**config.mk**
```make
export PLATFORM = sky130hd
export DESIGN_NAME = irq_prio_ctl
export DESIGN_NICKNAME = d
export VERILOG_FILES = /design/src/rtl/irq_prio_pkg.sv /design/src/rtl/irq_prio_pin.sv /design/src/rtl/irq_prio_arb.sv /design/src/rtl/irq_prio_ccr.sv /design/src/rtl/irq_prio_ctl.sv
export SDC_FILE = /design/constraint.sdc
export NUM_CORES = 1
export LEC_CHECK = 0
export ABC_CLOCK_PERIOD_IN_PS = 2300
export BUFFER_PORTS_ARGS = -buffer_cell sky130_fd_sc_hd__clkbuf_2
export CORE_ASPECT_RATIO = 1.1
export CORE_UTILIZATION = 30
export DETAILED_ROUTE_END_ITERATION = 8
export MAX_ROUTING_LAYER = met4
export REMOVE_ABC_BUFFERS = 1
export SYNTH_ARGS = -nofsm -noshare
export SYNTH_HDL_FRONTEND = slang
export SYNTH_SLANG_ARGS = --single-unit
```
**constraint.sdc**
```tcl
create_clock -name clk -period 2.3 [get_ports clk]
set_input_delay 0.115 -clock clk [delete_from_list [all_inputs] [get_ports clk]]
set_output_delay 0.115 -clock clk [all_outputs]
set_load 0.1 [all_outputs]
```
**src/rtl/irq_prio_pkg.sv**
```systemverilog
package irq_prio_pkg;

  localparam int unsigned VEC_W = 16;

  // fixed vector of the non-maskable pin, above every maskable vector
  localparam logic [VEC_W-1:0] NMI_VEC = 16'hFFF4;
  // maskable index 0 is the external pin; index j has vector TOP - 2*j
  localparam logic [VEC_W-1:0] MSK_TOP_VEC = 16'hFFF2;

  function automatic logic [VEC_W-1:0] msk_vec(input int unsigned j);
    return MSK_TOP_VEC - VEC_W'(2 * j);
  endfunction

  function automatic logic [7:0] msk_low(input int unsigned j);
    logic [VEC_W-1:0] v;
    v = msk_vec(j);
    return v[7:0];
  endfunction

endpackage

```
**src/rtl/irq_prio_pin.sv**
```systemverilog
module irq_prio_pin (
  input  logic clk,
  input  logic rst_n,
  input  logic pin_n_i,
  input  logic edge_mode_i,
  input  logic clr_i,
  output logic req_o
);

  logic prev_q, prev_d;
  logic held_q, held_d;
  logic fall;

  always_comb begin
    fall   = prev_q & ~pin_n_i;
    prev_d = pin_n_i;
    // edge record only exists in edge mode; a new edge beats a clear
    held_d = edge_mode_i & ((held_q & ~clr_i) | fall);
    req_o  = edge_mode_i ? held_q : ~pin_n_i;
  end

  always_ff @(posedge clk or negedge rst_n) begin
    if (!rst_n) begin
      prev_q <= 1'b1;
      held_q <= 1'b0;
    end else begin
      prev_q <= prev_d;
      held_q <= held_d;
    end
  end

endmodule

```
**src/rtl/irq_prio_arb.sv**
```systemverilog
module irq_prio_arb
  import irq_prio_pkg::*;
#(
  parameter int unsigned N_MSK = 7
) (
  input  logic [N_MSK-1:0] elig_i,
  input  logic             nmi_act_i,
  input  logic [7:0]       prom_i,
  output logic             any_o,
  output logic [VEC_W-1:0] vec_o
);

  localparam int unsigned IDX_W = (N_MSK > 1) ? $clog2(N_MSK) : 1;

  logic [N_MSK-1:0] prom_hit;
  logic [IDX_W-1:0] sel;

  // one comparator per maskable source against the promotion byte
  genvar g;
  generate
    for (g = 0; g < N_MSK; g++) begin : g_hit
      assign prom_hit[g] = elig_i[g] & (prom_i == msk_low(g));
    end
  endgenerate

  always_comb begin
    sel = '0;
    // lowest index means highest vector
    for (int j = N_MSK - 1; j >= 0; j--) begin
      if (elig_i[j]) sel = IDX_W'(j);
    end
    for (int j = 0; j < N_MSK; j++) begin
      if (prom_hit[j]) sel = IDX_W'(j);
    end
    any_o = nmi_act_i | (|elig_i);
    vec_o = nmi_act_i ? NMI_VEC : msk_vec(int'(sel));
  end

endmodule

```
**src/rtl/irq_prio_ccr.sv**
```systemverilog
module irq_prio_ccr #(
  parameter int unsigned DEPTH = 4
) (
  input  logic clk,
  input  logic rst_n,
  input  logic enter_i,
  input  logic enter_nmi_i,
  input  logic rti_i,
  input  logic sw_we_i,
  input  logic sw_x_i,
  input  logic sw_i_i,
  output logic x_o,
  output logic i_o
);

  localparam int unsigned PTR_W = $clog2(DEPTH + 1);

  logic             x_q, x_d, i_q, i_d;
  logic [PTR_W-1:0] ptr_q, ptr_d;
  logic [1:0]       stk_q [DEPTH];
  logic [1:0]       stk_d [DEPTH];

  always_comb begin
    x_d   = x_q;
    i_d   = i_q;
    ptr_d = ptr_q;
    stk_d = stk_q;
    if (enter_i) begin
      for (int k = 0; k < DEPTH; k++) begin
        if (ptr_q == PTR_W'(k)) begin
          stk_d[k] = {x_q, i_q};
          ptr_d    = PTR_W'(k + 1);
        end
      end
      i_d = 1'b1;
      if (enter_nmi_i) x_d = 1'b1;
    end else if (rti_i) begin
      for (int k = 0; k < DEPTH; k++) begin
        if (ptr_q == PTR_W'(k + 1)) begin
          {x_d, i_d} = stk_q[k];
          ptr_d      = PTR_W'(k);
        end
      end
    end else if (sw_we_i) begin
      x_d = x_q & sw_x_i;   // software may only lower this bit
      i_d = sw_i_i;
    end
  end

  always_ff @(posedge clk or negedge rst_n) begin
    if (!rst_n) begin
      x_q   <= 1'b1;
      i_q   <= 1'b1;
      ptr_q <= '0;
      for (int k = 0; k < DEPTH; k++) stk_q[k] <= 2'b00;
    end else begin
      x_q   <= x_d;
      i_q   <= i_d;
      ptr_q <= ptr_d;
      stk_q <= stk_d;
    end
  end

  assign x_o = x_q;
  assign i_o = i_q;

endmodule

```
**src/rtl/irq_prio_ctl.sv**
```systemverilog
module irq_prio_ctl
  import irq_prio_pkg::*;
#(
  parameter int unsigned NUM_PERIPH = 6,
  parameter int unsigned SAVE_DEPTH = 4
) (
  input  logic                  clk,
  input  logic                  rst_n,
  input  logic [NUM_PERIPH-1:0] periph_req_i,
  input  logic [NUM_PERIPH-1:0] periph_en_i,
  input  logic                  ext_irq_n_i,
  input  logic                  ext_en_i,
  input  logic                  ext_edge_i,
  input  logic                  nmi_n_i,
  input  logic                  prom_we_i,
  input  logic [7:0]            prom_data_i,
  input  logic                  ccr_we_i,
  input  logic                  ccr_x_i,
  input  logic                  ccr_i_i,
  input  logic                  boundary_i,
  input  logic                  ack_i,
  input  logic                  rti_i,
  output logic                  irq_o,
  output logic [15:0]           vec_o,
  output logic                  xmask_o,
  output logic                  imask_o
);

  localparam int unsigned N_MSK    = NUM_PERIPH + 1;
  localparam logic [7:0]  PROM_RST = msk_low(0);

  logic             ext_req, ext_clr;
  logic [N_MSK-1:0] msk_req, elig;
  logic             nmi_act, any_req;
  logic [VEC_W-1:0] sel_vec;
  logic [7:0]       prom_q, prom_d;
  logic             pres_q, pres_d;
  logic [VEC_W-1:0] vec_q, vec_d;
  logic             take, accept, accept_nmi;
  logic             x_bit, i_bit;

  irq_prio_pin u_pin (
    .clk         (clk),
    .rst_n       (rst_n),
    .pin_n_i     (ext_irq_n_i),
    .edge_mode_i (ext_edge_i),
    .clr_i       (ext_clr),
    .req_o       (ext_req)
  );

  assign msk_req = {periph_req_i & periph_en_i, ext_req & ext_en_i};
  assign elig    = msk_req & {N_MSK{~i_bit}};
  assign nmi_act = ~nmi_n_i & ~x_bit;

  irq_prio_arb #(.N_MSK(N_MSK)) u_arb (
    .elig_i    (elig),
    .nmi_act_i (nmi_act),
    .prom_i    (prom_q),
    .any_o     (any_req),
    .vec_o     (sel_vec)
  );

  always_comb begin
    take       = ~pres_q & boundary_i & any_req;
    accept     = pres_q & ack_i;
    accept_nmi = accept & (vec_q == NMI_VEC);
    ext_clr    = accept & (vec_q == MSK_TOP_VEC);
    pres_d     = take | (pres_q & ~ack_i);
    vec_d      = take ? sel_vec : vec_q;
    prom_d     = prom_we_i ? prom_data_i : prom_q;
  end

  always_ff @(posedge clk or negedge rst_n) begin
    if (!rst_n) begin
      pres_q <= 1'b0;
      vec_q  <= '0;
      prom_q <= PROM_RST;
    end else begin
      pres_q <= pres_d;
      vec_q  <= vec_d;
      prom_q <= prom_d;
    end
  end

  irq_prio_ccr #(.DEPTH(SAVE_DEPTH)) u_ccr (
    .clk         (clk),
    .rst_n       (rst_n),
    .enter_i     (accept),
    .enter_nmi_i (accept_nmi),
    .rti_i       (rti_i),
    .sw_we_i     (ccr_we_i),
    .sw_x_i      (ccr_x_i),
    .sw_i_i      (ccr_i_i),
    .x_o         (x_bit),
    .i_o         (i_bit)
  );

  assign irq_o   = pres_q;
  assign vec_o   = vec_q;
  assign xmask_o = x_bit;
  assign imask_o = i_bit;

endmodule

```
**After elaboration in Yosys (flattened, before gate mapping)**

Index checks and enable logic that the tools add are counted.

- Bits in registers: 40
- Bits of input ports: 33
- Output and inout bits: 19
- Logic and storage cells: 113

- $add $sub $neg: 1
- Eq/ne operators: 16
- Mux-type cells: 41
- Bitwise operators: 31
- Reductions and logical operators: 12

Operators by type and width:

| kind | number |
|---|---|
| $mux 3 | 24 |
| $eq 8x8->1 const B | 7 |
| $eq 16x16->1 const B | 2 |
| $and 1x1->1 | 19 |
| $mux 1 | 16 |
| $mux 16 | 1 |
| $reduce_and 2->1 | 5 |
| $and 7x7->7 | 1 |
| $not 1->1 | 7 |
| $reduce_or 7->1 | 1 |
| $and 6x6->6 | 1 |
| $eq 3x2->1 const B | 2 |
| $ne 6x1->1 const B | 1 |
| $reduce_and 3->1 | 2 |
| $sub 5x5->6 const A | 1 |
| $ne 5x1->1 const B | 1 |
| $reduce_bool 5->1 | 1 |
| $eq 3x1->1 const B | 1 |
| $eq 3x3->1 const B | 1 |
| $logic_not 3->1 | 1 |
| $or 1x1->1 | 3 |
| $reduce_bool 3->1 | 1 |
| $ne 2x1->1 const B | 1 |
| $reduce_bool 2->1 | 1 |

**Longest topological paths before layout**

Gate-level depths: netlist of the first run.

- Depth in word-level cells: 20
- Depth in mapped cells: 8
- Gate-level depth less buffers: 8

**Modules after synthesis**

Synthesis of the first run repeated with hierarchy kept, for this count alone.

- Cell total of the unflattened synthesis: 209
- Area total of the unflattened synthesis: 2309.7 sq um

Modules (own cells, without submodules):

| module | instances | cells an instance | area an instance (sq um) | sequential area each (sq um) |
|---|---|---|---|---|
| irq_prio_ctl | 1 | 77 | 1094.8 | 631.9 |
| irq_prio_ccr | 1 | 74 | 758.2 | 327.8 |
| irq_prio_arb | 1 | 51 | 365.4 | 0.0 |
| irq_prio_pin | 1 | 7 | 91.3 | 51.3 |

**Worst setup path before layout of the first run**

Ideal clock, no wire load.

- Kind: reg2reg
- From: register pres_q, in the netlist irq_o
- To: register u_ccr.stk_q[4] (netlist name)
- Setup time: 0.125 ns
- Arrival: 1.954 ns
- Required time: 2.175 ns
- Setup slack: 0.221 ns
- Stages on the path, launching flop included: 5
- Buffers on the path: 0
- Period minus slack after synthesis: 2.079 ns
- Cell sequence: dfrtp_1 > nand2_1 > nor2_1 > and3_1 > mux2_2

- Cells in the longest elaborated chain, start to end: 2

RTL lines:

| what | RTL line | text |
|---|---|---|
| start, declared | irq_prio_ctl.sv:37 | `logic pres_q, pres_d;` |
| start signal, assigned | irq_prio_ctl.sv:79 | `pres_q <= pres_d;` |
| $and 1x1->1 | irq_prio_ctl.sv:65 | `accept = pres_q & ack_i;` |
| $reduce_and 2->1 (no source line) | - |  |
| end signal, assigned | irq_prio_ccr.sv:60 | `stk_q <= stk_d;` |
| end, declared | irq_prio_ccr.sv:20 | `logic [1:0] stk_q [DEPTH];` |

Every way passes these cells.
A chain may end at the register's enable or synchronous reset.

**Worst setup path after layout of the first run**

- From: register u_ccr.i_q, in the netlist u_ccr.i_o
- To: register vec_q[3], in the netlist vec_o[3]

- Cells in the longest elaborated chain, start to end: 18
- Elaborated cells between the ends (all ways): 28
- Those cells by class: 1 x add/sub; 15 x mux; 11 x bitwise; 1 x reduce/logical

RTL lines:

| what | RTL line | text |
|---|---|---|
| start, declared | irq_prio_ccr.sv:18 | `logic x_q, x_d, i_q, i_d;` |
| start signal, assigned | irq_prio_ccr.sv:58 | `i_q <= i_d;` |
| $not 1->1 * | irq_prio_ctl.sv:52 | `assign elig = msk_req & {N_MSK{~i_bit}};` |
| $and 7x7->7 * | irq_prio_ctl.sv:52 |  |
| $mux 3 (7 in series) | irq_prio_arb.sv:30 | `if (elig_i[j]) sel = IDX_W'(j);` |
| $mux 3 (7 in series) | irq_prio_arb.sv:33 | `if (prom_hit[j]) sel = IDX_W'(j);` |
| $sub 5x5->6 | irq_prio_pkg.sv:11 | `return MSK_TOP_VEC - VEC_W'(2 * j);` |
| $mux 16 | irq_prio_arb.sv:36 | `vec_o = nmi_act_i ? NMI_VEC : msk_vec(int'(sel));` |
| end signal, assigned | irq_prio_ctl.sv:80 | `vec_q <= vec_d;` |
| end, declared | irq_prio_ctl.sv:38 | `logic [VEC_W-1:0] vec_q, vec_d;` |

Mark *: on every way between the ends. The rest lies on a longest branch, timed or not.

==> flow_summary.ini, run 1 <==
[worst_setup_path]
critPathRequiredTime_ps = 2470
crit_type = reg -> reg
crit_path_end_kind = register
cp_data_arrival_time_ps = 1980
start_kind = register
critPathMaxFanout = 11

[die]
num_rows = 29
ios = 52
die-area_sq_mm = 0.006303
coreArea_sq_mm = 0.005769
die_w_um = 75.79
initial_core_util_pct = 31.14
die_h_um = 83.17

[routing]
viasPerCell = 5.143
drcViolationCount = 0
firstDrtPassIters = 4
drtIter0Drc = 116
wirelength_um = 4000
vias = 1548
avgRoutedWirePerCell_um = 13.29
antenna_left = 0

[cells_and_area]
diodes = 0
drive_gt1_share_pct = 40.63
stdcell_count = 301
stdcell_area_sq_mm = 0.002157
fillCellCount = 594
nNetsFinal = 257
areaGrowthSynthToFinish_pct = 20.06

[timing]
finalMaxSlewViolations = 0
clock.fmax_mhz = 553.0
fin_crit_sh_pct = 78.63
fin_crit_ps = 1808
hold-worst-slack_ps = 46.15
slew_headroom_pct = 52.39
rsz0062_at_grt = false
setup_tns_ps = 0
setup_viol = 0
hold_viol = 0
tightest_slew_ps = 714.2
skew_ps = 15.69

[clock_tree]
cts_root_buf = clkbuf_8
cts_buffers = 5
clk_pin_slew_ps = 70
cts-htree-levels = 2
cts_resized = 0
clock_latency_ps = 290
clock_sinks = 29
post_cts_buffers = 0
cts_buffer_depth = 2
cts_tree = yes

[hold_path]
worstHoldPathType = in -> reg

[yosys]
synthArstFlopShare_pct = 100.0
synth_warnings = 0
synth_ff_type = dfrtp_1
yosysTopAreaCell = dfrtp_1
ys_ff_latch = 29
netlist_area_sq_mm = 0.001797
synth.avg_cell_area_sq_um = 9.818
postSynthCellCount = 183
ys_seq_area_share_pct = 40.95
synth_edf_count = 0
synthDistinctLibCells = 48
synth_top_area_share_pct = 29.25
ys_top_cells_by_area = dfrtp_1, dfstp_2, mux2_2

[pwr]
power_density_mw_per_mm2 = 1119
finalPower_uw = 2413
leakagePower_uw = 0.0009334
ir_drop_uv = 700.0

[global_routing]
overflow = 0
track_usage_pct = 13.88
grt_max_degree = 30
grt_pass1_vias = 1420
antenna_found_initial = 0
grt_pass1_wl_um = 6561

[placed_design]
placed_cells = 291
placed_area_sq_mm = 0.002021
place.gp.congestion = 0.8350
hpwl_um = 2922
portBuffers = 50

[run]
drv_cap = 0

[status]
status = complete, no violations
[area by class of cell]
type,count,area (sq um),area share (%)
clock buffers,7,86.33,4.002
clock inverters,1,30.03,1.392
inverters,5,18.77,0.8701
multi-input cells,130,919.6,42.63
flip-flops and latches,29,735.7,34.11
well taps,77,96.34,4.466
repair buffers,52,270.3,12.53
[layer usage]
layer	vias up	wire length, um	GRT usage, %	share of wire, %
met5	-	0	-	0
met4	0	45	3.367	1.1
li1	734	-	-	-
met3	10	257	4.369	6.4
met2	67	1829	20.84	46
met1	737	1868	18.10	47
[worst paths after layout]
check | startpoint | cells past startpoint | slack (ps) | end
min in group asynchronous | rst_n | 2 | 410 | u_ccr.ptr_q[1]
setup / recovery | u_ccr.i_o | 7 | 490 | vec_o[3]
setup reg to reg | u_ccr.i_o | 7 | 490 | vec_o[3]
hold / removal | ack_i | 2 | 50 | irq_o
hold reg to reg | u_ccr.stk_q[1] | 1 | 500 | u_ccr.stk_q[1]
max in group asynchronous | rst_n | 2 | 1420 | u_ccr.stk_q[4]
[synthesized netlist by cell type (2+ instances only)]
master     n
a21oi_1    6
o21ai_0   15
nand4b_1   2
nor2b_1    2
buf_4     11
mux2_2    18
clkbuf_1   5
nor4_1     2
nand3b_1   5
mux2i_1    2
nand2_1   17
nand3_1    7
a21boi_0   2
nor2_1    10
dfrtp_1   21
dfstp_2    8
o311ai_0   2
a32oi_1    2
inv_1      5
o211ai_1   3
a31oi_1    2
a31o_2     2
nand2b_1   7
and3_1     2
nand4_1    2
[worst max-delay path, cell delays in order, from the launching register on]
cell      delay [ps]
dfstp_2          430
nand4b_1         190
nor2_1           260
nand3_1          140
a32oi_1          280
ha_1             270
nand2_1           50
o21ai_0           60
[cells in the final DEF, fill, tap and decap left out, drive strengths merged, types with 2 or more instances in the layout]
cell type,n
a32oi,2
nand3b,5
dfrtp,21
and3,3
nor2,10
mux2i,2
a21boi,2
mux2,18
dfstp,8
and2,2
a21oi,6
inv,5
nor2b,3
o21ai,16
o211ai,3
nand2b,7
nand4,2
o311ai,2
clkbuf,57
a31o,3
nand2,17
a31oi,2
nand4b,2
dlygate4sd3,2
nor4,2
nand3,7
[power breakdown]
part	switching, uW	leakage [uW]	internal (uW)	total [uW]
Sequential	176	0.000344	678	855
Combinational	692	0.000530	311	1000
Clock	202	0.0000585	353	555
[cell families after synthesis]
group,after synthesis,synth area share (%)
and+or+nand+nor,63,19.22
AOI/OAI and AO/OA,44,18.18
buffers and inverters,24,7.869
other,1,0.2087
adders and majority gates,1,0.6963
xor gates and xnor gates,1,0.4876
muxes,20,12.40
DFF,29,40.95
[registers in the layout, summed over array words and instances (netlist names)]
name,count
u_pin.held_q,1
prom_q,8
u_ccr.x_o,1
u_ccr.ptr_q,3
u_ccr.stk_q,8
vec_o,5
irq_o,1
u_ccr.i_o,1
u_pin.prev_q,1
[what timing repair did]
action	in CTS	in global routing
setup endpoints to repair	0	0
endpoints found under the hold margin	22	0
hold buffers	2	0
[per-stage QoR]
step,util [%],worst slack [ps]
final,37.39,491.5
after global routing,37.39,385.1
after CTS,37.39,481.5
after detailed placement,35.02,501.7
after global placement,35.02,563.4
after floorplan,-,-5711
No activity file was read; power rests on OpenSTA's default activity.
==> run 2, diff against run 1 <==
--- a/config.mk
+++ b/config.mk
@@ -5,7 +5,7 @@
 export SDC_FILE = /design/constraint.sdc
 export NUM_CORES = 1
 export LEC_CHECK = 0
-export ABC_CLOCK_PERIOD_IN_PS = 2300
+export ABC_CLOCK_PERIOD_IN_PS = 1700
 export BUFFER_PORTS_ARGS = -buffer_cell sky130_fd_sc_hd__clkbuf_2
 export CORE_ASPECT_RATIO = 1.1
 export CORE_UTILIZATION = 30
==> constraint.sdc (replaced) <==
create_clock -name clk -period 1.7 [get_ports clk]
set_input_delay 0.085 -clock clk [delete_from_list [all_inputs] [get_ports clk]]
set_output_delay 0.085 -clock clk [all_outputs]
set_load 0.1 [all_outputs]
==> flow_summary.ini, run 2 (synthesized netlist as in run 1, its figures left out) <==
[status]
status = complete, no violations

[worst_setup_path]
critPathRequiredTime_ps = 1870
critPathMaxFanout = 5
slowest_delay_ps = 550
cp_slowest_cell = dfstp_2
crit_chain = nand4b_1, nor3b_2, a31o_2, a32oi_2, ha_1, nand2_1, o21ai_1
start_kind = register
crit_type = reg -> reg
cp_data_arrival_time_ps = 1800
crit_path_end_kind = register

[cells_and_area]
nNetsFinal = 268
diodes = 0
areaGrowthSynthToFinish_pct = 24.03
drive_gt1_share_pct = 44.26
fillCellCount = 594
layout_common_cells = clkbuf_2, dfrtp_1, mux2_2
layout_commonest_cell = clkbuf_2
fin_util_pct = 38.63

[clock_tree]
cts_root_buf = clkbuf_8
cts-htree-levels = 2
cts_tree = yes
clock_sinks = 29
clock_latency_ps = 280
cts_buffers = 5
cts_buffer_depth = 2
post_cts_buffers = 0
clk_pin_slew_ps = 70

[pwr]
power_density_mw_per_mm2 = 1438
ir_drop_uv = 784.0
finalPower_uw = 3204
switching_share_pct = 45.07
p_seq_share_pct = 33.8
leakagePower_uw = 0.0009767
power.share.clock_pct = 18.4
cell_internal_pwr_uw = 1760
comb_power_share_pct = 47.9
p_switching_uw = 1444

[global_routing]
grt_pass1_vias = 1436
antenna_found_initial = 0
overflow = 0
track_usage_pct = 13.74
grt_pass1_wl_um = 6430
grt_max_degree = 30

[timing]
setup_tns_ps = 0
hold_viol = 0
worst_slack_ps = 75.50
setup_viol = 0
skew_ps = 10.66
slew_headroom_pct = 52.52
rsz0062_at_grt = false
tightest_slew_ps = 712.2
fin_crit_sh_pct = 95.56
fin_crit_ps = 1625
clock.fmax_mhz = 615.6
finalMaxSlewViolations = 0

[routing]
firstDrtPassIters = 4
avgRoutedWirePerCell_um = 12.76
vias = 1513
antenna_left = 0
drtIter0Drc = 30
viasPerCell = 4.849
drcViolationCount = 0
wirelength_um = 3981

[die]
die_h_um = 83.17
ios = 52
initial_core_util_pct = 31.14
die_w_um = 75.79
coreArea_sq_mm = 0.005769
num_rows = 29
die-area_sq_mm = 0.006303

[hold_path]
worstHoldPathType = in -> reg

[placed_design]
portBuffers = 50
place.gp.congestion = 0.8031
hpwl_um = 3026
pre_cts_slack_ps = -19.11

[run]
drv_cap = 0
## run 2: path summary, 6_finish.rpt
path	from	end	slack [ps]	cells after the start
min	ack_i	irq_o	20	2
max	prom_q[4]	vec_o[3]	80	7
min reg2reg	u_ccr.stk_q[1]	u_ccr.stk_q[1]	500	1
max in group asynchronous	rst_n	u_ccr.stk_q[2]	860	2
max reg2reg	prom_q[4]	vec_o[3]	80	7
min in group asynchronous	rst_n	vec_o[14]	380	2
## run 2: metal layers
metal  track usage [%]  routed length (um)
met5                 -                   0
met1             16.65                1833
met4             4.040                  44
met3             4.005                 210
met2             21.80                1893
## run 2: worst max-delay path: cells and delay by family (launching register included)
kind | cells | cell delay [ps]
adder cells (fa/ha/maj) | 1 | 260
AO/OA/AOI/OAI | 3 | 440
flip-flops | 1 | 550
AND/OR/NAND/NOR | 3 | 260
## run 2: cell type report
type,instances,area (sq um),area share (%)
multi-input cells,130,934.6,41.94
inverters,5,18.77,0.8422
flip-flops and latches,29,735.7,33.02
repair buffers,63,352.8,15.83
well taps,77,96.34,4.323
clock buffers,8,90.09,4.043
## run 2: per-stage QoR
stage | cells | hold slack (ps) | cell area, sq um
6_report | 312 | 21.69 | 2228
5_1_grt | 312 | 22.13 | 2228
4_1_cts | 312 | 8.789 | 2216
3_5_place_dp | 302 | 177.5 | 2103
3_3_place_gp | 302 | 172.3 | 2103
2_1_floorplan | 164 | -210.6 | 1674
## run 2: timing repair
action | CTS | global route
pin swaps | 0 | 2
hold endpoints to repair | 22 | 0
endpoints found under the setup margin | 1 | 2
hold buffers | 2 | 0
resized for setup | 1 | 3
## run 2: power by group through the flow
stage / clock [uW] / sequential, uW / combinational, uW
2_1_floorplan: 0 / 1640 / 568
3_3_place_gp: 0 / 1090 / 1520
3_5_place_dp: 0 / 1090 / 1530
4_1_cts: 613 / 1090 / 1540
5_1_grt: 633 / 1120 / 1640
6_report: 588 / 1080 / 1530
==> run 3, diff against run 2 <==
--- a/config.mk
+++ b/config.mk
@@ -5,7 +5,8 @@
 export SDC_FILE = /design/constraint.sdc
 export NUM_CORES = 1
 export LEC_CHECK = 0
-export ABC_CLOCK_PERIOD_IN_PS = 1700
+export ABC_AREA = 1
+export ABC_CLOCK_PERIOD_IN_PS = 1800
 export BUFFER_PORTS_ARGS = -buffer_cell sky130_fd_sc_hd__clkbuf_2
 export CORE_ASPECT_RATIO = 1.1
 export CORE_UTILIZATION = 30
==> constraint.sdc (replaced) <==
create_clock -name clk -period 1.8 [get_ports clk]
set_input_delay 0.09 -clock clk [delete_from_list [all_inputs] [get_ports clk]]
set_output_delay 0.09 -clock clk [all_outputs]
set_load 0.1 [all_outputs]
==> flow_summary.ini, run 3 <==
[status]
status = complete, no violations

[timing]
hold_viol = 0
skew_ps = 7.606
rsz0062_at_grt = true
clock.fmax_mhz = 566.3
setup_viol = 0
fin_crit_sh_pct = 98.11
slew_headroom_pct = 50.45
finalMaxSlewViolations = 0
setup_tns_ps = 0
fin_crit_ps = 1766
tightest_slew_ps = 743.3

[cells_and_area]
stdcell_count = 355
diodes = 0
nNetsFinal = 313
fillCellCount = 587
areaGrowthSynthToFinish_pct = 29.92
layout_commonest_cell = nand2_1
drive_gt1_share_pct = 35.71
layout_common_cells = nand2_1, clkbuf_2, o21ai_0
fin_util_pct = 40.58

[yosys]
synth-compound-area-share_pct = 15.14
muxShareOfSynthArea_pct = 1.336
yosysTopAreaCell = dfrtp_1
ys_top_cells_by_area = dfrtp_1, dfstp_2, nand2_1
synth_warnings = 0
synth_ff_type = dfrtp_1
postSynthCellCount = 218
synth_xor_area_share_pct = 0
ys_seq_area_share_pct = 43.65
ys_ff_latch = 29
netlist_area_sq_mm = 0.001685
yosys.area_share.simple_pct = 27.54
synthArstFlopShare_pct = 100.0
synth_top_family_by_area = simple AND/OR/NAND/NOR gates
yosysMostFrequentCell = nand2_1
synth-adder-area-share_pct = 0.7424
synth.avg_cell_area_sq_um = 7.731
synthDistinctLibCells = 30
synth_top_area_share_pct = 31.18
synth_edf_count = 0
synthTopCellsByCount = nand2_1, o21ai_0, inv_1, dfrtp_1, nand3_1

[die]
die_h_um = 80.61
ios = 52
die_w_um = 73.47
coreArea_sq_mm = 0.005395
die-area_sq_mm = 0.005922
num_rows = 28
initial_core_util_pct = 31.24

[pwr]
ir_drop_uv = 508.1
p_seq_share_pct = 32.3
power_density_mw_per_mm2 = 1474
comb_power_share_pct = 50.8
cell_internal_pwr_uw = 1663
switching_share_pct = 48.47
p_switching_uw = 1564
power.share.clock_pct = 16.9
leakagePower_uw = 0.001120

[global_routing]
antenna_found_initial = 0
grt_pass1_wl_um = 6837
track_usage_pct = 15.65
grt_pass1_vias = 1570
overflow = 0
grt_max_degree = 30

[placed_design]
portBuffers = 50
place.gp.congestion = 0.8704
hpwl_um = 3063
placed_cells = 341

[clock_tree]
cts-htree-levels = 2
cts_buffer_depth = 2
clk_pin_slew_ps = 60
clock_latency_ps = 280
cts_buffers = 5
cts_root_buf = clkbuf_8
cts_tree = yes
clock_sinks = 29

[worst_setup_path]
crit_chain = inv_4, nand3_2, inv_2, buf_4, nor3_2, a21oi_1, a21oi_1, ha_2, nand2_1, nand2_1
critPathRequiredTime_ps = 1970
cp_data_arrival_time_ps = 1940
r2r_slack_ps = 30
critPathMaxFanout = 5
crit_type = reg -> reg
slowest_delay_ps = 590
path_delay_family = flip-flops
path_buf_inv = 3
crit_path_end_kind = register
cp_slowest_cell = dfstp_2
start_kind = register

[routing]
viasPerCell = 4.510
wirelength_um = 3952
avgRoutedWirePerCell_um = 11.13
highest_layer = met4
drcViolationCount = 0
wl_met3_um = 240
firstDrtPassIters = 4
wl_met1_um = 1776
route.met2.wl_um = 1868
drtIter0Drc = 106
antenna_left = 0
vias = 1601

[run]
drv_cap = 0

[hold_path]
worstHoldPathType = in -> reg
run 3: cell count changes after synthesis, sizes merged, moves of 5 or more:
cell	change
nand3	+11
o21ai	+12
mux2	-16
nand3b	-5
nand2	+38
clkbuf	-5
nand2b	-7
inv	+23
nor3	+10
run 3: what timing repair did:
item,CTS,global route
endpoints found under the setup margin,1,3
buffers inserted,1,2
endpoints found under the hold margin,23,0
resized for setup,3,7
hold buffers,3,0
pin swaps,1,3
cloned,0,0
run 3: layout make-up:
class / instances / area [sq um] / share of cell area [%]
multi-input combinational: 149 / 784.5 / 35.83
timing repair buffer: 66 / 377.9 / 17.26
clock buffer: 8 / 90.09 / 4.114
sequential: 29 / 735.7 / 33.60
tap: 75 / 93.84 / 4.286
inverter: 28 / 107.6 / 4.914
run 3: through the flow:
step | setup slack (ps) | total power [uW] | instance area [sq um] | hold WS, ps
6_report | 34.01 | 3227 | 2190 | 11.87
2_1_floorplan | -5973 | 2209 | 1599 | -205.6
3_5_place_dp | -8.328 | 2626 | 2018 | 193.6
5_1_grt | -94.90 | 3466 | 2190 | 34.05
3_3_place_gp | 37.21 | 2613 | 2018 | 192.0
4_1_cts | 8.574 | 3225 | 2148 | 2.912
run 3: cells by family (layout without fill, tap and decap cells):
| logic type | after synthesis | in the layout |
|---|---|---|
| flops | 29 | 29 |
| compound gates | 46 | 46 |
| simple gates | 99 | 99 |
| buf+inv | 40 | 102 |
| other cells | 1 | 1 |
| fa+ha+maj | 1 | 1 |
| mux | 2 | 2 |
run 3: path summary, 6_finish.rpt:
check,startpoint,end,cells after the start
max,u_ccr.i_o,vec_o[3],10
min,prom_data_i[4],prom_q[4],3
max reg2reg,u_ccr.i_o,vec_o[3],10
min reg2reg,u_ccr.stk_q[1],u_ccr.stk_q[1],2
max in group asynchronous,rst_n,u_ccr.stk_q[7],2
min in group asynchronous,rst_n,u_ccr.stk_q[1],2
run 3: tightest hold or removal path, stage by stage:
cell      delay [ps]
clkbuf_2          80
nand2_1           50
o21ai_0           70
run 3: layer usage:
metal / vias to the layer above / track usage (%)
met5: - / -
met4: 0 / 7.115
met3: 6 / 3.639
met2: 54 / 25.41
met1: 711 / 18.30
li1: 830 / -
run 3: power groups by stage:
stage	sequential (uW)	combinational (uW)	clock (uW)
2_1_floorplan	1560	645	0
3_3_place_gp	1040	1570	0
3_5_place_dp	1050	1580	0
4_1_cts	1040	1610	569
5_1_grt	1070	1800	596
6_report	1040	1640	545
